--- src/rtl/gpio_mux_pkg.sv ---
package gpio_mux_pkg;

  localparam int SEL_W   = 3;
  localparam int RATIO_W = 2;

  typedef enum logic [SEL_W-1:0] {
    SEL_INPUT  = 3'd0,
    SEL_RSVD   = 3'd1,
    SEL_TEMP   = 3'd2,
    SEL_AMUTE  = 3'd3,
    SEL_PLLCLK = 3'd4,
    SEL_LOCK   = 3'd5,
    SEL_ZERO   = 3'd6,
    SEL_ONE    = 3'd7
  } pin_sel_e;

endpackage

--- src/rtl/pll_ratio_div.sv ---
module pll_ratio_div #(
  parameter int RATIO_W = 2
) (
  input  logic               clk,
  input  logic               rst_n,
  input  logic [RATIO_W-1:0] ratio_i,
  output logic               clk_div_o
);

  localparam int HW_W = RATIO_W + 1;

  logic [RATIO_W-1:0] cnt_q, cnt_d;
  logic [RATIO_W-1:0] cur_q, cur_d;
  logic               div_q, div_d;
  logic               wrap;
  logic [HW_W-1:0]    hi_len_d;

  // period end: counter reached the active ratio (period = cur + 1)
  assign wrap = (cnt_q == cur_q);

  always_comb begin
    if (wrap) begin
      cnt_d = '0;
      cur_d = ratio_i;
    end else begin
      cnt_d = cnt_q + 1'b1;
      cur_d = cur_q;
    end
    // high phase length = ceil(period/2) = (cur + 2) / 2
    hi_len_d = HW_W'((HW_W'(cur_d) + HW_W'(2)) >> 1);
    div_d    = (HW_W'(cnt_d) < hi_len_d);
  end

  always_ff @(posedge clk or negedge rst_n) begin
    if (!rst_n) begin
      cnt_q <= '0;
      cur_q <= '0;
      div_q <= 1'b0;
    end else begin
      cnt_q <= cnt_d;
      cur_q <= cur_d;
      div_q <= div_d;
    end
  end

  // ratio 0 passes the PLL clock straight through; switch happens only at a wrap
  assign clk_div_o = (cur_q == '0) ? clk : div_q;


  ratio_hold_chk: assert property (@(posedge clk) disable iff (!rst_n)
    !wrap |=> $stable(cur_q));


  wrap_restart_chk: assert property (@(posedge clk) disable iff (!rst_n)
    wrap |=> (cnt_q == '0));


  cnt_bound_chk: assert property (@(posedge clk) disable iff (!rst_n)
    cnt_q <= cur_q);


  period_start_high_chk: assert property (@(posedge clk) disable iff (!rst_n)
    (cnt_q == '0 && cur_q != '0 && $past(rst_n)) |-> div_q);

endmodule

--- src/rtl/pin_src_sel.sv ---
module pin_src_sel
  import gpio_mux_pkg::*;
(
  input  logic [SEL_W-1:0] sel_i,
  input  logic             temp_ok_i,
  input  logic             amute_i,
  input  logic             clk_div_i,
  input  logic             lock_i,
  output logic             src_o,
  output logic             drive_o
);

  pin_sel_e sel;
  assign sel = pin_sel_e'(sel_i);

  always_comb begin
    src_o   = 1'b0;
    drive_o = 1'b1;
    unique case (sel)
      SEL_INPUT,
      SEL_RSVD:   drive_o = 1'b0;
      SEL_TEMP:   src_o   = temp_ok_i;
      SEL_AMUTE:  src_o   = amute_i;
      SEL_PLLCLK: src_o   = clk_div_i;
      SEL_LOCK:   src_o   = lock_i;
      SEL_ZERO:   src_o   = 1'b0;
      SEL_ONE:    src_o   = 1'b1;
      default:    drive_o = 1'b0;
    endcase
  end

endmodule

--- src/rtl/gpio_pin_mux.sv ---
module gpio_pin_mux
  import gpio_mux_pkg::*;
(
  input  logic               clk,
  input  logic               rst_n,
  input  logic [SEL_W-1:0]   pin_sel,
  input  logic               pin_pol,
  input  logic [RATIO_W-1:0] clk_ratio,
  input  logic               three_wire,
  input  logic               temp_ok,
  input  logic               amute_act,
  input  logic               pll_lock,
  input  logic               pad_in,
  output logic               pad_out,
  output logic               pad_oe,
  output logic               csb_in_n
);

  logic clk_div;
  logic src;
  logic drive;

  pll_ratio_div #(.RATIO_W(RATIO_W)) u_div (
    .clk       (clk),
    .rst_n     (rst_n),
    .ratio_i   (clk_ratio),
    .clk_div_o (clk_div)
  );

  pin_src_sel u_sel (
    .sel_i     (pin_sel),
    .temp_ok_i (temp_ok),
    .amute_i   (amute_act),
    .clk_div_i (clk_div),
    .lock_i    (pll_lock),
    .src_o     (src),
    .drive_o   (drive)
  );

  // three-wire mode overrides the select code
  assign pad_oe   = drive & ~three_wire;
  assign pad_out  = pad_oe & (src ^ pin_pol);
  assign csb_in_n = three_wire ? pad_in : 1'b1;


  three_wire_quiet_chk: assert property (@(posedge clk) disable iff (!rst_n)
    three_wire |-> (!pad_oe && !pad_out));


  input_code_chk: assert property (@(posedge clk) disable iff (!rst_n)
    (pin_sel == SEL_INPUT || pin_sel == SEL_RSVD) |-> !pad_oe);


  temp_route_chk: assert property (@(posedge clk) disable iff (!rst_n)
    (pin_sel == SEL_TEMP && !three_wire) |-> (pad_oe && pad_out == (temp_ok ^ pin_pol)));


  const_one_chk: assert property (@(posedge clk) disable iff (!rst_n)
    (pin_sel == SEL_ONE && !three_wire) |-> (pad_out == !pin_pol));

endmodule

--- config.mk ---
export PLATFORM = sky130hd
export DESIGN_NAME = gpio_pin_mux
export DESIGN_NICKNAME = d
export VERILOG_FILES = /design/src/rtl/gpio_mux_pkg.sv /design/src/rtl/pll_ratio_div.sv /design/src/rtl/pin_src_sel.sv /design/src/rtl/gpio_pin_mux.sv
export SDC_FILE = /design/constraint.sdc
export NUM_CORES = 1
export LEC_CHECK = 0
export BUFFER_PORTS_ARGS = -buffer_cell sky130_fd_sc_hd__buf_2
export CORE_AREA = 2 2 39 41
export DETAILED_ROUTE_END_ITERATION = 6
export DIE_AREA = 0 0 41 43
export SYNTH_ARGS = -nofsm -noshare
export SYNTH_HDL_FRONTEND = slang
export SYNTH_SLANG_ARGS = --single-unit
--- constraint.sdc ---
create_clock -name clk -period 3.55 [get_ports clk]
set_input_delay 0.355 -clock clk [delete_from_list [all_inputs] [get_ports clk]]
set_output_delay 0.355 -clock clk [all_outputs]
set_load 0.05 [all_outputs]
# Word level (Yosys, flattened, before mapping)
# Cells that the tools add are included.
# word_totals
n_memories	0
reg_bits	5
ramBits	0
latchBits	0
in_bits	13
rom_bits	0
word_cells	26
# classes
reduce_logical	3
n_shift	0
mul	0
n_div	0
eq_ne	7
mux	6
n_addsub	2
n_lt_le_gt_ge	1
n_bitwise	4
# ops
cell	count
== test 3 bit, second input constant	3
== test 3 x 2 -> 1 bit, second input constant	2
case mux 1 bit (5 select lines)	1
two-way mux 2 bit	2
adder 2 x 2 -> 3 bit, second input constant	1
== test 3 x 1 -> 1 bit, second input constant	1
zero test 3 bit	1
two-way mux 1 bit	3
adder 2 x 1 -> 2 bit, second input constant	1
bitwise AND 1 bit	2
== test 2 bit	1
zero test 2 bit	1
< comparator 2 bit	1
OR reduction 2 bit	1
inverter 1 bit	1
bitwise XOR 1 bit	1

# Depth between registers and ports, before layout
# Gate-level depths: netlist of the first run.
# logic_depth
depth_word	5
depth_mapped	8
mapped_depth_nobuf	7

# Cells and area by module
# A second synthesis of the first run with hierarchy kept.
# hier_totals
hier_cells	48
area_unflattened_um2	429.2
# modules_own_cells
mod	area_each_um2	cells_each	n_inst
pll_ratio_div	350.3	37	1
pin_src_sel	48.8	7	1
gpio_pin_mux	30.0	4	1

==> Flow_metrics.wiki, run 1 <==
{| class="wikitable"
! Metric !! Value
|-
| DPL Wire Length || 656 µm
|-
| Die Height || 43 µm
|-
| Clk_skew || 0.00621 ns
|-
| Netlist area before placement || 405 µm²
|-
| Fill cell count || 145
|-
| Warnings, synthesis || 0
|-
| Post-CTS Setup Bufs || 0
|-
| Cell with the largest stage delay on the worst path || sky130_fd_sc_hd__or3b_4
|-
| Leakage power of the design || 0.278 nW
|-
| Via count of the first global-routing pass || 453
|-
| Placed instance count || 77
|-
| Maxcap violations || 0
|-
| Largest net degree at the start of global routing || 10
|-
| Vias || 417
|-
| Kind of path behind the tightest hold check || input pin to register
|-
| Top-area cell type share of the netlist area || 30.9%
|-
| Top library cells by usage in the layout, fill and taps aside || sky130_fd_sc_hd__buf_2 (14), sky130_fd_sc_hd__clkbuf_4 (9)
|-
| Final RePlAce weighted congestion || 0.686
|-
| Normalized max-slew margin || 80.1%
|-
| Number of placement rows || 14
|-
| Count of cell types in the netlist || 22
|-
| Count of buffers from port buffering || 15
|-
| Average detailed-routed wire length per instance || 10.5 µm
|-
| Number of synthesized register bits || 5
|-
| Number of remaining DRC errors || 0
|-
| Number of enable flip-flop cells after synthesis || 0
|-
| Top area cells in the synthesized netlist || sky130_fd_sc_hd__dfrtp_1 (31%), sky130_fd_sc_hd__o21ai_0 (7.4%), sky130_fd_sc_hd__a2111oi_4 (6.8%)
|-
| Wire length of the first global-routing pass || 1590 µm
|-
| CP max stage delay || 0.23 ns
|-
| Post-DRT Antenna Nets || 0
|-
| Detailed router's first-iteration violation count || 11
|-
| Syn nets || 62
|-
| Global route total overflow || 0
|-
| Number of antenna violations at the first check in global routing || 0
|-
| Data required, critical path || 3.19 ns
|-
| Number of instances in the synthesized netlist || 48
|-
| I/O Pins || 16
|-
| Worst skew pair latency || 0.36 ns
|-
| Clock slew seen by the registers of the worst setup and hold paths || 0.05 ns
|-
| Outcome || finished, final reports clean
|-
| Core Box Area || 0.00138 mm²
|-
| Net count of the finished layout || 87
|-
| Layout overhead on the synthesized area || 43.5%
|-
| Peak ir drop on the vdd network || 177 µV
|-
| Cell-by-cell listing of the critical path || clkbuf_4 > clkbuf_4 > clkbuf_4 > or3b_4 > a2111oi_4 > clkbuf_4 > nor3_2 > and3b_1 > buf_6
|-
| Pwr per Cell Area || 751 mW/mm²
|-
| Crit path capture type || output port
|-
| Starting density of the core || 29.3%
|-
| Crit Path Max Fanout || 2
|-
| Detailed-router iteration count before antenna repair || 4
|-
| Die W || 41 µm
|-
| Worst Max-Slew Pin Slew || 0.296 ns
|-
| Cell type with the largest total area after synthesis || sky130_fd_sc_hd__dfrtp_1
|-
| Final Hold Violating Endpoints || 0
|-
| Average size of a mapped cell || 8.45 µm²
|-
| Most common cell on crit path || sky130_fd_sc_hd__clkbuf_4
|-
| Sum Neg Setup Slack || 0 ns
|-
| Most common flop cell mapped by yosys || sky130_fd_sc_hd__dfrtp_1
|-
| Worst EP arrival || 3.07 ns
|-
| Critical Path Source Type || clock port
|-
| Seq/Total Area, Yosys || 30.9%
|-
| CP Class || clock port to output port
|-
| Count of final max-slew check failures || 0
|-
| Final setup fails || 0
|-
| FFs w/ async S/R, synth || 100%
|-
| Final Non-Filler Cells || 89
|-
| GRT Resource Usage Total || 15.6%
|-
| Via/cell ratio || 4.69
|-
| DRT Wirelength || 932 µm
|-
| Area of the die || 0.00176 mm²
|-
| CTS tree || built
|-
| Most common cell after layout, fill and taps aside || sky130_fd_sc_hd__buf_2
|-
| RSZ-0062 raised after global routing || false
|-
| Antenna fix cells || 0
|-
| Share of cells above drive strength 1 || 37.0%
|}
## area by class of cell
cell class / instances / area [µm²] / area share [%]
well taps: 16 / 20.0 / 3.44
inverters: 5 / 18.8 / 3.23
flip-flops and latches: 5 / 125 / 21.5
clock buffers: 12 / 86.3 / 14.8
repair buffers: 15 / 80.1 / 13.8
multi-input cells: 36 / 251 / 43.2
## cell usage after synthesis (2+ instances only)
cell type	count
sky130_fd_sc_hd__nand2b_1	2
sky130_fd_sc_hd__o211ai_1	3
sky130_fd_sc_hd__a21oi_1	5
sky130_fd_sc_hd__nand3_1	2
sky130_fd_sc_hd__o21ai_0	6
sky130_fd_sc_hd__xor2_1	2
sky130_fd_sc_hd__inv_1	5
sky130_fd_sc_hd__nand2_1	2
sky130_fd_sc_hd__nor2_1	4
sky130_fd_sc_hd__dfrtp_1	5
## worst max-delay path, delay by kind of cell
family                 cells  cell delay (ns)
buffers and inverters      5             0.66
AO/OA/AOI/OAI              1             0.07
AND/OR/NAND/NOR            3             0.57
## metrics by stage
step	utilization [%]	total power [mW]	area [µm²]	setup WS (ns)	hold slack, ns
2_1_floorplan	-	0.261	405	0.534	0.0594
3_5_place_dp	35.1	0.294	485	0.611	0.178
6_report	42.0	0.437	582	0.122	0.239
4_1_cts	42.0	0.445	582	0.0940	0.234
3_3_place_gp	35.1	0.295	485	0.611	0.174
5_1_grt	42.0	0.483	582	0.0404	0.245
## layer usage
metal  GRT usage (%)  vias to the layer above  part of all wire, %
met5               0                        -                    0
met4            19.3                        0                  2.3
met3            15.2                        2                  9.0
met2            17.2                       20                   48
met1            13.7                      176                   41
li1                -                      219                    -
## final timing paths
path,cells past startpoint,endpoint,startpoint,slack (ns)
worst max-delay path,9,pad_out,clk,0.12
worst min-delay path,2,u_div.cur_q[1]$_DFF_PN0_,clk_ratio[1],0.24
worst max register to register,6,u_div.div_q$_DFF_PN0_,u_div.cnt_q[0]$_DFF_PN0_,1.93
worst min register to register,1,u_div.cnt_q[0]$_DFF_PN0_,u_div.cnt_q[0]$_DFF_PN0_,0.59
max in group asynchronous,2,u_div.cnt_q[0]$_DFF_PN0_,rst_n,3.08
min in group asynchronous,2,u_div.cnt_q[1]$_DFF_PN0_,rst_n,0.33
## registers in the layout (all words and copies together) (netlist names)
| register | flops |
|---|---|
| u_div.cnt_q | 2 |
| u_div.cur_q | 2 |
| u_div.div_q | 1 |
## cells by family (layout without fill, tap and decap cells)
logic type / count (synthesis) / after routing / synth area share, %
buf+inv: 7 / 32 / 8.33
flops: 5 / 5 / 30.9
fa+ha+maj: 1 / 1 / 3.09
compound gates: 18 / 18 / 31.5
xor+xnor: 2 / 2 / 4.32
simple gates: 15 / 15 / 21.9
## where the power goes
part           total (mW)  switching (mW)  leakage [nW]  internal, mW
combinational       0.157          0.0890         0.159        0.0680
clock               0.157          0.0502        0.0646         0.107
sequential          0.123          0.0393        0.0552        0.0837
## repair_timing
item	in CTS	in global routing
hold buffers	1	0
resized for setup	4	0
endpoints found under the setup margin	1	0
hold endpoints to repair	5	0
Power figures use the tool's default switching activity.
==> run 2: changes to the inputs <==
PLACE_DENSITY = 0.65   (was default)
==> run 2 against run 1 <==
Net effect: sequential power about the same; count of clock-buffer cells in the layout down 1; cell count unchanged; sequential share of layout area about the same; total power down 0.55%; combinational power up 4%; final area up 0.22%; largest power group unchanged; non-clock buffer count unchanged; worst hold slack better by 0.017 ns; setup slack worse by 0.00085 ns; critical path depth unchanged; flip-flop and latch count unchanged.
==> Flow_metrics.wiki, run 2 (synthesized netlist as in run 1, its figures left out) <==
{| class="wikitable"
! Metric !! Value
|-
| Regs by FF count || u_div.cnt_q x2, u_div.cur_q x2, u_div.div_q x1
|-
| CP Class || clock port to output port
|-
| Most common cell on crit path || sky130_fd_sc_hd__clkbuf_4
|-
| Part of the total power dissipated in sequential elements || 28.4% (+0.2 points)
|-
| Number of remaining DRC errors || 0 (unchanged)
|-
| Peak ir drop on the vdd network || 226 µV (+28%)
|-
| Worst skew pair latency || 0.35 ns (about the same)
|-
| Kind of path behind the tightest hold check || input pin to register
|-
| Area of the die || 0.00176 mm² (unchanged)
|-
| Net count of the finished layout || 87 (unchanged)
|-
| Met3 usage in global routing || 12.0% (-3.1 points)
|-
| Number of antenna violations at the first check in global routing || 0 (unchanged)
|-
| Final Hold Violating Endpoints || 0 (unchanged)
|-
| Global route total overflow || 0 (unchanged)
|-
| Outcome || finished, final reports clean
|-
| Die Height || 43 µm (unchanged)
|-
| Switching Share || 40.9% (+0.067 points)
|-
| Clk_skew || 0.00155 ns (-0.00467 ns)
|-
| Wire length of the first global-routing pass || 1730 µm (+8.7%)
|-
| Clock network fraction of total power || 34.0% (-1.9 points)
|-
| Cell with the largest stage delay on the worst path || sky130_fd_sc_hd__or3b_4
|-
| Count of final max-slew check failures || 0 (unchanged)
|-
| Final core occ || 42.1% (+0.090 points)
|-
| Worst Max-Slew Pin Slew || 0.300 ns (+0.00455 ns)
|-
| Post-DRT Antenna Nets || 0 (unchanged)
|-
| Final setup fails || 0 (unchanged)
|-
| Met1 track utilization from global routing || 13.8% (+0.045 points)
|-
| Count of buffers from port buffering || 15 (unchanged)
|-
| Final RePlAce weighted congestion || 0.667 (-2.9%)
|-
| Critical Path Source Type || clock port
|-
| Internal Power || 0.257 mW (-0.67%)
|-
| Post-place setup slack || 0.610 ns (-0.00107 ns)
|-
| GRT Resource Usage Total || 16.0% (+0.32 points)
|-
| RSZ-0062 raised after global routing || false
|-
| Crit path capture type || output port
|-
| Setup ws final || 0.121 ns (-0.000851 ns)
|-
| DRT Wirelength || 1010 µm (+7.8%)
|-
| Crit Path Max Fanout || 2 (unchanged)
|-
| I/O Pins || 16 (unchanged)
|-
| Detailed router's first-iteration violation count || 9 (-2)
|-
| Pwr per Cell Area || 745 mW/mm² (-0.77%)
|-
| Area taken by flip-flops and latches || 125 µm² (unchanged)
|-
| Top library cells by usage in the layout, fill and taps aside || sky130_fd_sc_hd__buf_2 (14), sky130_fd_sc_hd__clkbuf_4 (9)
|-
| Antenna fix cells || 0 (unchanged)
|-
| Layout overhead on the synthesized area || 43.8%
|-
| Core Box Area || 0.00138 mm² (unchanged)
|-
| Worst EP arrival || 3.07 ns (about the same)
|-
| Via count of the first global-routing pass || 489 (+7.9%)
|-
| Via/cell ratio || 4.92 (+5.0%)
|-
| Normalized max-slew margin || 80.0% (-0.095 points)
|-
| Cell-by-cell listing of the critical path || clkbuf_4 > clkbuf_4 > clkbuf_4 > or3b_4 > a2111oi_4 > clkbuf_4 > nor3_2 > and3b_1 > buf_6
|-
| Leakage power of the design || 0.281 nW (+0.98%)
|-
| Maxcap violations || 0 (unchanged)
|-
| Sum Neg Setup Slack || 0 ns (unchanged)
|-
| Clock slew seen by the registers of the worst setup and hold paths || 0.05 ns (about the same)
|-
| Average detailed-routed wire length per instance || 11.3 µm (+7.8%)
|-
| Most common cell after layout, fill and taps aside || sky130_fd_sc_hd__buf_2
|-
| Met2 GRT Util || 21.9% (+4.7 points)
|-
| Largest net degree at the start of global routing || 10 (unchanged)
|-
| Comb power frac || 37.6% (+1.7 points)
|-
| CP max stage delay || 0.24 ns (about the same)
|-
| Die W || 41 µm (unchanged)
|-
| Top Usage Layer GRT || met2
|-
| CTS tree || built
|-
| Number of placement rows || 14 (unchanged)
|-
| Fill cell count || 145 (unchanged)
|-
| Data required, critical path || 3.19 ns (about the same)
|-
| Vias || 438 (+5.0%)
|-
| DPL Wire Length || 705 µm (+7.5%)
|-
| Multi-input gate area in the final layout || 251 µm² (unchanged)
|-
| P_sw || 0.178 mW (-0.39%)
|-
| Starting density of the core || 29.3% (unchanged)
|-
| Share of cells above drive strength 1 || 38.4% (+1.4 points)
|-
| Detailed-router iteration count before antenna repair || 4 (unchanged)
|}
run 2: cell count changes in the layout (fill, tap and decap cells not counted), sizes merged:
cell	previous run	this run
clkbuf	11	10
clkinv	0	1
run 2: final timing paths:
check | start | to | slack [ns] | cells past startpoint
max | clk | pad_out | 0.12 | 9
min | clk_ratio[1] | u_div.cur_q[1]$_DFF_PN0_ | 0.26 | 2
max reg2reg | u_div.cnt_q[0]$_DFF_PN0_ | u_div.div_q$_DFF_PN0_ | 1.88 | 6
min reg2reg | u_div.cnt_q[0]$_DFF_PN0_ | u_div.cnt_q[0]$_DFF_PN0_ | 0.60 | 1
max in group asynchronous | rst_n | u_div.cnt_q[0]$_DFF_PN0_ | 3.08 | 2
min in group asynchronous | rst_n | u_div.cnt_q[1]$_DFF_PN0_ | 0.34 | 2
run 2: cell type report:
class                           instances  area share [%]
Clock buffer                           11            14.2
Clock inverter                          1           0.858
Inverter                                5            3.22
Multi-Input combinational cell         36            43.1
Sequential cell                         5            21.5
Tap cell                               16            3.43
Timing Repair Buffer                   15            13.7
run 2: worst max-delay path, delay by kind of cell:
kind                   cells  cell delay (ns)
buffers and inverters      5             0.65
and+or+nand+nor            3             0.59
AOI/OAI and AO/OA          1             0.07
run 2: timing repair:
| item | CTS | global route |
|---|---|---|
| gates resized for setup | 4 | 0 |
| endpoints found under the hold margin | 5 | 0 |
| hold buffers | 1 | 0 |
| setup endpoints to repair | 1 | 0 |
| buffers inserted | 0 | 0 |
run 2: metal layers:
layer | vias up | share of wire [%] | wire length [µm]
met5 | - | 0 | 0
met4 | 0 | 3.1 | 31
met3 | 4 | 6.5 | 65
met2 | 24 | 50 | 501
met1 | 190 | 40 | 406
li1 | 220 | - | -
run 2: power groups by stage:
stage	Clock, mW	Combinational [mW]	Sequential [mW]
after floorplan	0.0148	0.146	0.100
after global placement	0.0157	0.156	0.122
after detailed placement	0.0157	0.156	0.123
after CTS	0.154	0.165	0.122
after global routing	0.160	0.194	0.128
final	0.148	0.163	0.123
run 2: metrics by stage:
step | total power [mW] | area, µm² | hold WS [ns] | instances
2_1_floorplan | 0.261 | 405 | 0.0594 | 48
4_1_cts | 0.440 | 583 | 0.250 | 89
3_3_place_gp | 0.293 | 485 | 0.174 | 77
3_5_place_dp | 0.295 | 485 | 0.174 | 77
5_1_grt | 0.482 | 583 | 0.254 | 89
6_report | 0.435 | 583 | 0.257 | 89
